$ cat src/rtl/sec_verify_pkg.sv
`timescale 1ns/1ps
package sec_verify_pkg;
    // Sector geometry. The offsets are decoded by the host format, so they are fixed.
    localparam int SECT_BYTES       = 137;
    localparam int PAY_BYTES        = 128;
    localparam int POS_W            = $clog2(SECT_BYTES);
    localparam int SYS_PAY_FIRST    = 3;
    localparam int SYS_STOP_POS     = 131;
    localparam int SYS_SUM_POS      = 132;
    localparam int DATA_SEC_POS     = 1;
    localparam int DATA_SUM_POS     = 4;
    localparam int DATA_SUM_FIRST   = 2;
    localparam int DATA_PAY_FIRST   = 7;
    localparam int DATA_STOP_FF_POS = 135;
    localparam int DATA_STOP_00_POS = 136;

    typedef enum logic [2:0] {
        ST_SYNC,
        ST_HEAD,
        ST_BODY,
        ST_TAIL,
        ST_RAW,
        ST_DONE
    } vstate_t;
endpackage

$ cat src/rtl/sv_layout_sel.sv
`timescale 1ns/1ps
module sv_layout_sel #(
    parameter int TRACK_W        = 7,
    parameter int NUM_SYS_TRACKS = 6
) (
    input  logic [TRACK_W-1:0] exp_track,
    output logic               is_sys
);
    localparam logic [TRACK_W-1:0] SYS_LIMIT = TRACK_W'(NUM_SYS_TRACKS);

    always_comb is_sys = (exp_track < SYS_LIMIT);
endmodule

$ cat src/rtl/sv_pos_decode.sv
`timescale 1ns/1ps
module sv_pos_decode
    import sec_verify_pkg::*;
(
    input  logic [POS_W-1:0] pos,
    input  logic             is_sys,
    output logic             in_sum,
    output logic             sum_byte,
    output logic             stop_ff,
    output logic             stop_00,
    output logic             sec_byte
);
    localparam logic [POS_W-1:0] S_PF  = POS_W'(SYS_PAY_FIRST);
    localparam logic [POS_W-1:0] S_PL  = POS_W'(SYS_PAY_FIRST + PAY_BYTES - 1);
    localparam logic [POS_W-1:0] S_ST  = POS_W'(SYS_STOP_POS);
    localparam logic [POS_W-1:0] S_CK  = POS_W'(SYS_SUM_POS);
    localparam logic [POS_W-1:0] D_SF  = POS_W'(DATA_SUM_FIRST);
    localparam logic [POS_W-1:0] D_PL  = POS_W'(DATA_PAY_FIRST + PAY_BYTES - 1);
    localparam logic [POS_W-1:0] D_CK  = POS_W'(DATA_SUM_POS);
    localparam logic [POS_W-1:0] D_SC  = POS_W'(DATA_SEC_POS);
    localparam logic [POS_W-1:0] D_FF  = POS_W'(DATA_STOP_FF_POS);
    localparam logic [POS_W-1:0] D_00  = POS_W'(DATA_STOP_00_POS);

    always_comb begin
        if (is_sys) begin
            in_sum   = (pos >= S_PF) && (pos <= S_PL);
            sum_byte = (pos == S_CK);
            stop_ff  = (pos == S_ST);
            stop_00  = 1'b0;
            sec_byte = 1'b0;
        end else begin
            in_sum   = (pos >= D_SF) && (pos <= D_PL) && (pos != D_CK);
            sum_byte = (pos == D_CK);
            stop_ff  = (pos == D_FF);
            stop_00  = (pos == D_00);
            sec_byte = (pos == D_SC);
        end
    end
endmodule

$ cat src/rtl/sv_csum_acc.sv
`timescale 1ns/1ps
module sv_csum_acc #(
    parameter int SUM_W = 8
) (
    input  logic             clk,
    input  logic             rst_n,
    input  logic             clear,
    input  logic             add_en,
    input  logic [SUM_W-1:0] add_byte,
    output logic [SUM_W-1:0] sum
);
    always_ff @(posedge clk or negedge rst_n) begin
        if (!rst_n)      sum <= '0;
        else if (clear)  sum <= '0;
        else if (add_en) sum <= sum + add_byte;
    end
endmodule

$ cat src/rtl/sector_verifier.sv
`timescale 1ns/1ps
module sector_verifier
    import sec_verify_pkg::*;
#(
    parameter int TRACK_W        = 7,
    parameter int SECTOR_W       = 5,
    parameter int NUM_SYS_TRACKS = 6
) (
    input  logic                clk,
    input  logic                rst_n,
    input  logic                in_valid,
    input  logic [7:0]          in_data,
    input  logic                abort,
    input  logic                raw_mode,
    input  logic [TRACK_W-1:0]  exp_track,
    input  logic [SECTOR_W-1:0] exp_sector,
    output logic                out_valid,
    output logic [7:0]          out_data,
    output logic                done,
    output logic                pass,
    output logic                track_err,
    output logic                sector_err,
    output logic                checksum_err,
    output logic                stop_err
);
    localparam logic [POS_W-1:0] LAST_POS  = POS_W'(SECT_BYTES - 1);
    localparam logic [POS_W-1:0] S_HEAD_E  = POS_W'(SYS_PAY_FIRST - 1);
    localparam logic [POS_W-1:0] D_HEAD_E  = POS_W'(DATA_PAY_FIRST - 1);
    localparam logic [POS_W-1:0] S_BODY_E  = POS_W'(SYS_PAY_FIRST + PAY_BYTES - 1);
    localparam logic [POS_W-1:0] D_BODY_E  = POS_W'(DATA_PAY_FIRST + PAY_BYTES - 1);

    vstate_t          state_q, nxt;
    logic [POS_W-1:0] pos_q;
    logic             sys_q, raw_q;
    logic             trk_bad_q, sec_bad_q, stop_bad_q;
    logic [7:0]       ck_q;
    logic [7:0]       csum;
    logic             sys_now;
    logic             dec_in_sum, dec_sum_byte, dec_stop_ff, dec_stop_00, dec_sec;

    logic             accept, at_start, fwd, last_byte, sum_bad, tail_stop_bad;
    logic [POS_W-1:0] head_end, body_end;

    sv_layout_sel #(.TRACK_W(TRACK_W), .NUM_SYS_TRACKS(NUM_SYS_TRACKS)) u_layout (
        .exp_track (exp_track),
        .is_sys    (sys_now)
    );

    sv_pos_decode u_dec (
        .pos      (pos_q),
        .is_sys   (sys_q),
        .in_sum   (dec_in_sum),
        .sum_byte (dec_sum_byte),
        .stop_ff  (dec_stop_ff),
        .stop_00  (dec_stop_00),
        .sec_byte (dec_sec)
    );

    sv_csum_acc #(.SUM_W(8)) u_sum (
        .clk      (clk),
        .rst_n    (rst_n),
        .clear    (abort || (accept && at_start)),
        .add_en   (accept && dec_in_sum && !raw_q && !at_start),
        .add_byte (in_data),
        .sum      (csum)
    );

    always_comb begin
        accept        = in_valid && !abort;
        at_start      = (state_q == ST_SYNC) || (state_q == ST_DONE);
        head_end      = sys_q ? S_HEAD_E : D_HEAD_E;
        body_end      = sys_q ? S_BODY_E : D_BODY_E;
        fwd           = accept && (at_start ? raw_mode
                                            : ((state_q == ST_BODY) || (state_q == ST_RAW)));
        last_byte     = accept && !at_start && (pos_q == LAST_POS);
        sum_bad       = (csum != ck_q);
        tail_stop_bad = dec_stop_00 && (in_data != 8'h00);
    end

    // Next-state logic
    always_comb begin
        nxt = state_q;
        unique case (state_q)
            ST_SYNC, ST_DONE: begin
                if (accept) nxt = raw_mode ? ST_RAW : ST_HEAD;
                else        nxt = ST_SYNC;
            end
            ST_HEAD: if (accept && pos_q == head_end) nxt = ST_BODY;
            ST_BODY: if (accept && pos_q == body_end) nxt = ST_TAIL;
            ST_TAIL: if (accept && pos_q == LAST_POS) nxt = ST_DONE;
            ST_RAW:  if (accept && pos_q == LAST_POS) nxt = ST_DONE;
            default: nxt = ST_SYNC;
        endcase
        if (abort) nxt = ST_SYNC;
    end

    // State register, byte position and per-sector check latches
    always_ff @(posedge clk or negedge rst_n) begin
        if (!rst_n) begin
            state_q    <= ST_SYNC;
            pos_q      <= '0;
            sys_q      <= 1'b0;
            raw_q      <= 1'b0;
            trk_bad_q  <= 1'b0;
            sec_bad_q  <= 1'b0;
            stop_bad_q <= 1'b0;
            ck_q       <= '0;
        end else begin
            state_q <= nxt;
            if (abort)       pos_q <= '0;
            else if (accept) pos_q <= (pos_q == LAST_POS) ? '0 : pos_q + 1'b1;
            if (accept) begin
                if (at_start) begin
                    sys_q      <= sys_now;
                    raw_q      <= raw_mode;
                    trk_bad_q  <= !(in_data[7] && (in_data[6:0] == 7'(exp_track)));
                    sec_bad_q  <= 1'b0;
                    stop_bad_q <= 1'b0;
                    ck_q       <= '0;
                end else begin
                    if (dec_sec)      sec_bad_q <= (in_data != 8'(exp_sector));
                    if (dec_stop_ff && in_data != 8'hFF) stop_bad_q <= 1'b1;
                    if (dec_sum_byte) ck_q <= in_data;
                end
            end
        end
    end

    // Output register
    always_ff @(posedge clk or negedge rst_n) begin
        if (!rst_n) begin
            out_valid    <= 1'b0;
            out_data     <= '0;
            done         <= 1'b0;
            pass         <= 1'b0;
            track_err    <= 1'b0;
            sector_err   <= 1'b0;
            checksum_err <= 1'b0;
            stop_err     <= 1'b0;
        end else begin
            out_valid <= fwd;
            if (fwd) out_data <= in_data;
            done <= last_byte;
            if (last_byte) begin
                if (raw_q) begin
                    pass         <= 1'b1;
                    track_err    <= 1'b0;
                    sector_err   <= 1'b0;
                    checksum_err <= 1'b0;
                    stop_err     <= 1'b0;
                end else begin
                    track_err    <= trk_bad_q;
                    sector_err   <= sec_bad_q;
                    checksum_err <= sum_bad;
                    stop_err     <= stop_bad_q || tail_stop_bad;
                    pass         <= !(trk_bad_q || sec_bad_q || sum_bad ||
                                      stop_bad_q || tail_stop_bad);
                end
            end
        end
    end
endmodule

$ cat config.mk
export PLATFORM = sky130hd
export DESIGN_NAME = sector_verifier
export DESIGN_NICKNAME = d
export VERILOG_FILES = /design/src/rtl/sec_verify_pkg.sv /design/src/rtl/sv_layout_sel.sv /design/src/rtl/sv_pos_decode.sv /design/src/rtl/sv_csum_acc.sv /design/src/rtl/sector_verifier.sv
export SDC_FILE = /design/constraint.sdc
export NUM_CORES = 1
export LEC_CHECK = 0
export BUFFER_PORTS_ARGS = -buffer_cell sky130_fd_sc_hd__buf_2
export CORE_MARGIN = 10
export CORE_UTILIZATION = 59
export CTS_BUF_LIST = sky130_fd_sc_hd__clkbuf_4
export CTS_CLUSTER_DIAMETER = 150
export DETAILED_ROUTE_END_ITERATION = 7
export GPL_ROUTABILITY_DRIVEN = 0
export PLACE_DENSITY_LB_ADDON = 0.08
export RECOVER_POWER = 50
export SYNTH_ARGS = -nofsm -noshare
export SYNTH_HDL_FRONTEND = slang
export SYNTH_SLANG_ARGS = --single-unit
$ cat constraint.sdc
create_clock -name clk -period 2.9 [get_ports clk]
set_input_delay 0.58 -clock clk [delete_from_list [all_inputs] [get_ports clk]]
set_output_delay 0.58 -clock clk [all_outputs]
set_load 0.05 [all_outputs]
==> Word level (Yosys, flattened, before mapping) <==
Index checks and enable logic that the tools add are counted.
Widths: inputs -> output; s select.
{ "op_classes": {"n_addsub": 2, "order_cmp": 5, "n_eq_ne": 21, "n_mux": 31, "reduce_logical": 44} }
{ "op_table": {"columns": ["op", "count"], "rows": [
  ["$mux 8", 7],
  ["$eq 8x8->1 const B", 4],
  ["$mux 3", 8],
  ["$logic_and 1x1->1", 17],
  ["$ge 8x2->1 const B", 2],
  ["$le 8x8->1 const B", 2],
  ["$mux 1", 15],
  ["$pmux 3 s4", 1],
  ["$reduce_bool 2->1", 5],
  ["$add 8x1->8 const B", 1],
  ["$add 8x8->8", 1],
  ["$eq 8x1->1 const B", 1],
  ["$eq 8x3->1", 1],
  ["$eq 8x3->1 const B", 1],
  ["$eq 8x8->1", 1],
  ["$logic_or 1x1->1", 8],
  ["$ne 8x3->1 const B", 1],
  ["$ne 8x5->1", 1],
  ["$ne 8x8->1", 1],
  ["$ne 8x8->1 const B", 1],
  ["$reduce_and 2->1", 4],
  ["$reduce_bool 8->1", 1],
  ["$eq 7x7->1", 1],
  ["$lt 7x3->1 const B", 1],
  ["10 further kinds", 17]
]} }
{ "totals": {"reg_bits": 47, "in_bits": 25, "out_inout_bits": 15, "wordCells": 120} }

==> Logic depth before layout (Yosys ltp) <==
{ "depth": {"ltp_word": 9, "ltp_mapped": 9, "mapped_depth_nobuf": 8} }

==> By module <==
Synthesis repeated with hierarchy kept, for this count alone.
{ "hier_totals": {"cells_unflattened": 296, "hier_area_um2": 2912.8} }
{ "modules_own_cells": {"columns": ["mod", "instances", "cells_per_inst", "area_per_inst_um2", "seq_area_each_um2"], "rows": [
  ["sector_verifier", 1, 206, 2109.5, 975.9],
  ["sv_csum_acc", 1, 66, 646.9, 200.2],
  ["sv_pos_decode", 1, 22, 143.9, 0.0],
  ["sv_layout_sel", 1, 2, 12.5, 0.0]
]} }

==> Worst setup path after synthesis <==
No wires, ideal clock.
{ "synth_timing": {"path_type": "input -> register", "startpoint": "input in_valid", "endpoint": "register u_sum.sum[7]", "setup_ps": 140, "t_arrival_ps": 1999, "t_required_ps": 2760, "path_slack_ps": 761, "cell_stages": 6, "n_path_buf": 1, "cell_sequence": "clkbuf_1 -> nand2b_1 -> nor4_1 -> a32oi_4 -> o311ai_0 -> o41ai_1"} }
{ "synth_between": {"elab_chain_len": 5, "elab_cells_between_ends": 8, "cone_classes": "1 x mux; 7 x reduce/logical"} }
{ "synth_rtl": {"columns": ["item", "line", "rtl"], "rows": [
  ["from (decl)", "sector_verifier.sv:11", "input logic in_valid,"],
  ["$logic_and 1x1->1 (*)", "sector_verifier.sv:69", "accept = in_valid && !abort;"],
  ["$logic_and 1x1->1 (3 in series)", "sector_verifier.sv:63", ".add_en (accept && dec_in_sum && !raw_q && !at_start),"],
  ["$reduce_bool 2->1 (no line)", null, null],
  ["to (signal assigned)", "sv_csum_acc.sv:15", "else if (add_en) sum <= sum + add_byte;"],
  ["to (decl)", "sv_csum_acc.sv:10", "output logic [SUM_W-1:0] sum"]
]} }
Every way passes the cells marked *; elsewhere a longest branch is shown, timed or not.
A chain may end at the register's enable or synchronous reset.

==> Worst setup path after layout <==
{ "layout_timing": {"startpoint": "register pos_q[4]", "endpoint": "register u_sum.sum[7]"} }
{ "layout_between": {"elab_chain_len": 8, "elab_cells_between_ends": 13, "cone_classes": "4 x order compare; 1 x eq/ne; 1 x mux; 7 x reduce/logical"} }
{ "layout_rtl": {"columns": ["item", "line", "rtl"], "rows": [
  ["from (decl)", "sector_verifier.sv:33", "logic [POS_W-1:0] pos_q;"],
  ["from (signal assigned)", "sector_verifier.sv:111", "else if (accept) pos_q <= (pos_q == LAST_POS) ? '0 : pos_q + 1'b1;"],
  ["$ge 8x2->1 or $le 8x8->1 (tied branches)", "sv_pos_decode.sv:32", "in_sum = (pos >= D_SF) && (pos <= D_PL) && (pos != D_CK);"],
  ["$logic_and 1x1->1 (2 in series)", "sv_pos_decode.sv:32", null],
  ["$mux 1 (*)", "sv_pos_decode.sv:25", "if (is_sys) begin"],
  ["$logic_and 1x1->1 (*) (3 in series)", "sector_verifier.sv:63", null],
  ["$reduce_bool 2->1 (no line) (*)", null, null]
]} }
Marks and branches as above.

==> flow_summary.yaml <==
outcome:
  status: "complete, no violations"
clock_network:
  cts_buffers: 5
  cts_tree: "built"
  cts_sinks: 47
  cts_resized: 0
  cts-root-buf: "clkbuf_4"
  htreeDepth: 2
  clk_path_buf_depth: 2
  post-cts-setup-buffers: 0
  clk_pin_slew_ps: 140
  worstSkewPairLatency_ps: 360
  ctsHoldBuffers: 0
synth:
  synth_flop_cell: "dfrtp_1"
  syn-num-nets: 341
  syn_area_um2: 2800
  yosysWarnings: 0
  avgSynthCellArea_um2: 9.21
  ys_ff_latch: 47
  synthArstFlopShare_pct: 100
  synth_cells: 304
  synth_seq_area_share_pct: 42.0
  yosysUniqueCellTypes: 49
  synth_edf_count: 0
setup_path:
  cp-startpoint: "pos_q[4]"
  crit_slowest_cell: "or4_1"
  r2r_start: "pos_q[4]"
  worst_ep_required_time_ps: 3160
  cp_max_fo: 14
  cp_top_family: "compound AO/OA/AOI/OAI gates"
  crit_buf_inv: 0
  crit_path_end_kind: "flop"
  crit_type: "reg2reg"
  max_stage_delay_ps: 680
  rrSetupSlack_ps: 420
  crit_arrival_ps: 2740
  crit_chain: "or4_1 > a2111oi_4 > a21oi_1 > a32oi_4 > o311ai_0 > o41ai_1"
  cp-start-kind: "flop"
routing:
  firstDrtPassIters: 4
  drt_iter0_drc: 175
  ant_nets: 0
  post_drt_wl_per_cell_um: 16.9
  vias_per_cell: 5.95
  via_count: 2326
  drc_errors: 0
  wirelength_mm: 6.59
die:
  die_w_um: 88.9
  rows: 24
  ios: 40
  die-area_um2: 7900
  start_util_pct: 62.6
  core_um2: 4470
  die_h_um: 88.9
timing:
  min_period_ps: 2480
  timing.fmax_ghz: 0.404
  worstMarginPinSlew_ps: 1170
  rsz0062_at_grt: "false"
  final_max_slew_viol_count: 0
  period_share_pct: 85.4
  clock-skew-final_ps: 16.8
  finalSetupViolCount: 0
  setup-tns-final_ps: 0
  finalHoldViolCount: 0
  slew_headroom_pct: 22.0
  holdWs_ps: 481
min_path:
  hold_start: "track_err"
  worstHoldPathType: "reg2reg"
global_routing:
  antenna_found_initial: 0
  grt_overflow_total: 0
  grt_pass1_vias: 2201
  grt_use_total_pct: 17.5
  grt_max_degree: 48
  grt_pass1_wl_mm: 11.0
layout:
  drive_above_1_share_pct: 16.2
  nNetsFinal: 376
  nFillCells: 355
  num_antenna_cells: 0
  area_growth_pct: 10.3
  post-route-util_pct: 69.0
placed_design:
  dp_hpwl_mm: 4.94
  numPortBuffers: 39
power:
  peakVddDrop_v: 0.000361
  power.static_leakage_nw: 1.45
  power_density_nw_per_um2: 464
run:
  maxCapViolations: 0
-- cell usage after synthesis, types with 10 or more instances --
cell type / instances / share of area (%)
nand2_1: 38 / 5.1
inv_1: 10 / 1.3
nor3_1: 12 / 2.1
o21ai_0: 17 / 3.0
nand4_1: 10 / 2.2
a21oi_1: 15 / 2.7
nor2_1: 23 / 3.1
clkbuf_1: 12 / 1.6
ha_1: 11 / 4.9
xnor2_1: 23 / 7.2
nand3_1: 17 / 3.0
dfrtp_1: 47 / 42
-- state kept, by name, summed over array words and instances (netlist names) --
signal and cells:
stop_err 1, checksum_err 1, u_sum.sum 8, out_data 8, stop_bad_q 1, ck_q 8
state_q 3, pos_q 8, track_err 1, pass 1, out_valid 1, sec_bad_q 1
raw_q 1, sector_err 1, done 1, trk_bad_q 1, sys_q 1
-- stage by stage --
stage	setup WS, ps	cells	power (mW)	cell area [um2]
global route	274	391	1.50	3090
detailed placement	465	384	1.05	3020
global placement	503	384	1.05	3020
CTS	457	391	1.44	3090
finish	424	391	1.43	3090
floorplan	761	304	0.951	2800
-- cell usage in the layout, fill, tap and decap left out, drive strengths merged, types with 5 or more instances in the layout --
master,count
a21oi,15
a22o,8
buf,39
clkbuf,11
dfrtp,47
ha,11
inv,10
nand2,38
nand3,17
nand4,10
nor2,23
nor2b,5
nor3,12
o21ai,20
xnor2,23
xor2,7
-- logic make-up after synthesis --
kind of cell	synth area share [%]
XOR/XNOR	9.39
buffers and inverters	4.25
multiplexers	1.52
AND/OR/NAND/NOR	20.8
flip-flops	42.0
adder cells (fa/ha/maj)	5.63
AO/OA/AOI/OAI	16.4
-- final timing paths --
check | end | cells past startpoint
max reg2reg | u_sum.sum[7] | 6
max in group asynchronous | pos_q[3] | 2
max | u_sum.sum[7] | 6
min | track_err | 2
min in group asynchronous | u_sum.sum[1] | 2
min reg2reg | track_err | 2
-- worst register-to-register path, stage by stage, from the launching register on --
cell	delay (ps)
dfrtp_1	450
or4_1	680
a2111oi_4	320
a21oi_1	110
a32oi_4	470
o311ai_0	250
o41ai_1	120
-- layout make-up --
class | count | area (um2) | area share (%)
repair buffers | 44 | 225 | 7.30
clock buffers | 6 | 45.0 | 1.46
well taps | 52 | 65.1 | 2.11
clock inverters | 1 | 30.0 | 0.973
multi-input cells | 230 | 1500 | 48.7
flip-flops and latches | 47 | 1180 | 38.1
inverters | 11 | 41.3 | 1.34
-- routing by layer --
| metal | share of wire [%] | vias up | GRT usage (%) | wire (um) |
|---|---|---|---|---|
| li1 | - | 1143 | - | - |
| met1 | 48 | 1100 | 24.4 | 3180 |
| met2 | 45 | 74 | 26.3 | 2940 |
| met3 | 6.1 | 9 | 4.23 | 404 |
| met4 | 0.96 | 0 | 4.70 | 63 |
| met5 | 0 | - | 0 | 0 |
-- power by group --
part	internal (mW)	total, mW	switching, mW
Clock	0.187	0.392	0.205
Combinational	0.0941	0.316	0.222
Sequential	0.691	0.723	0.0318
No activity file was read; power rests on OpenSTA's default activity.
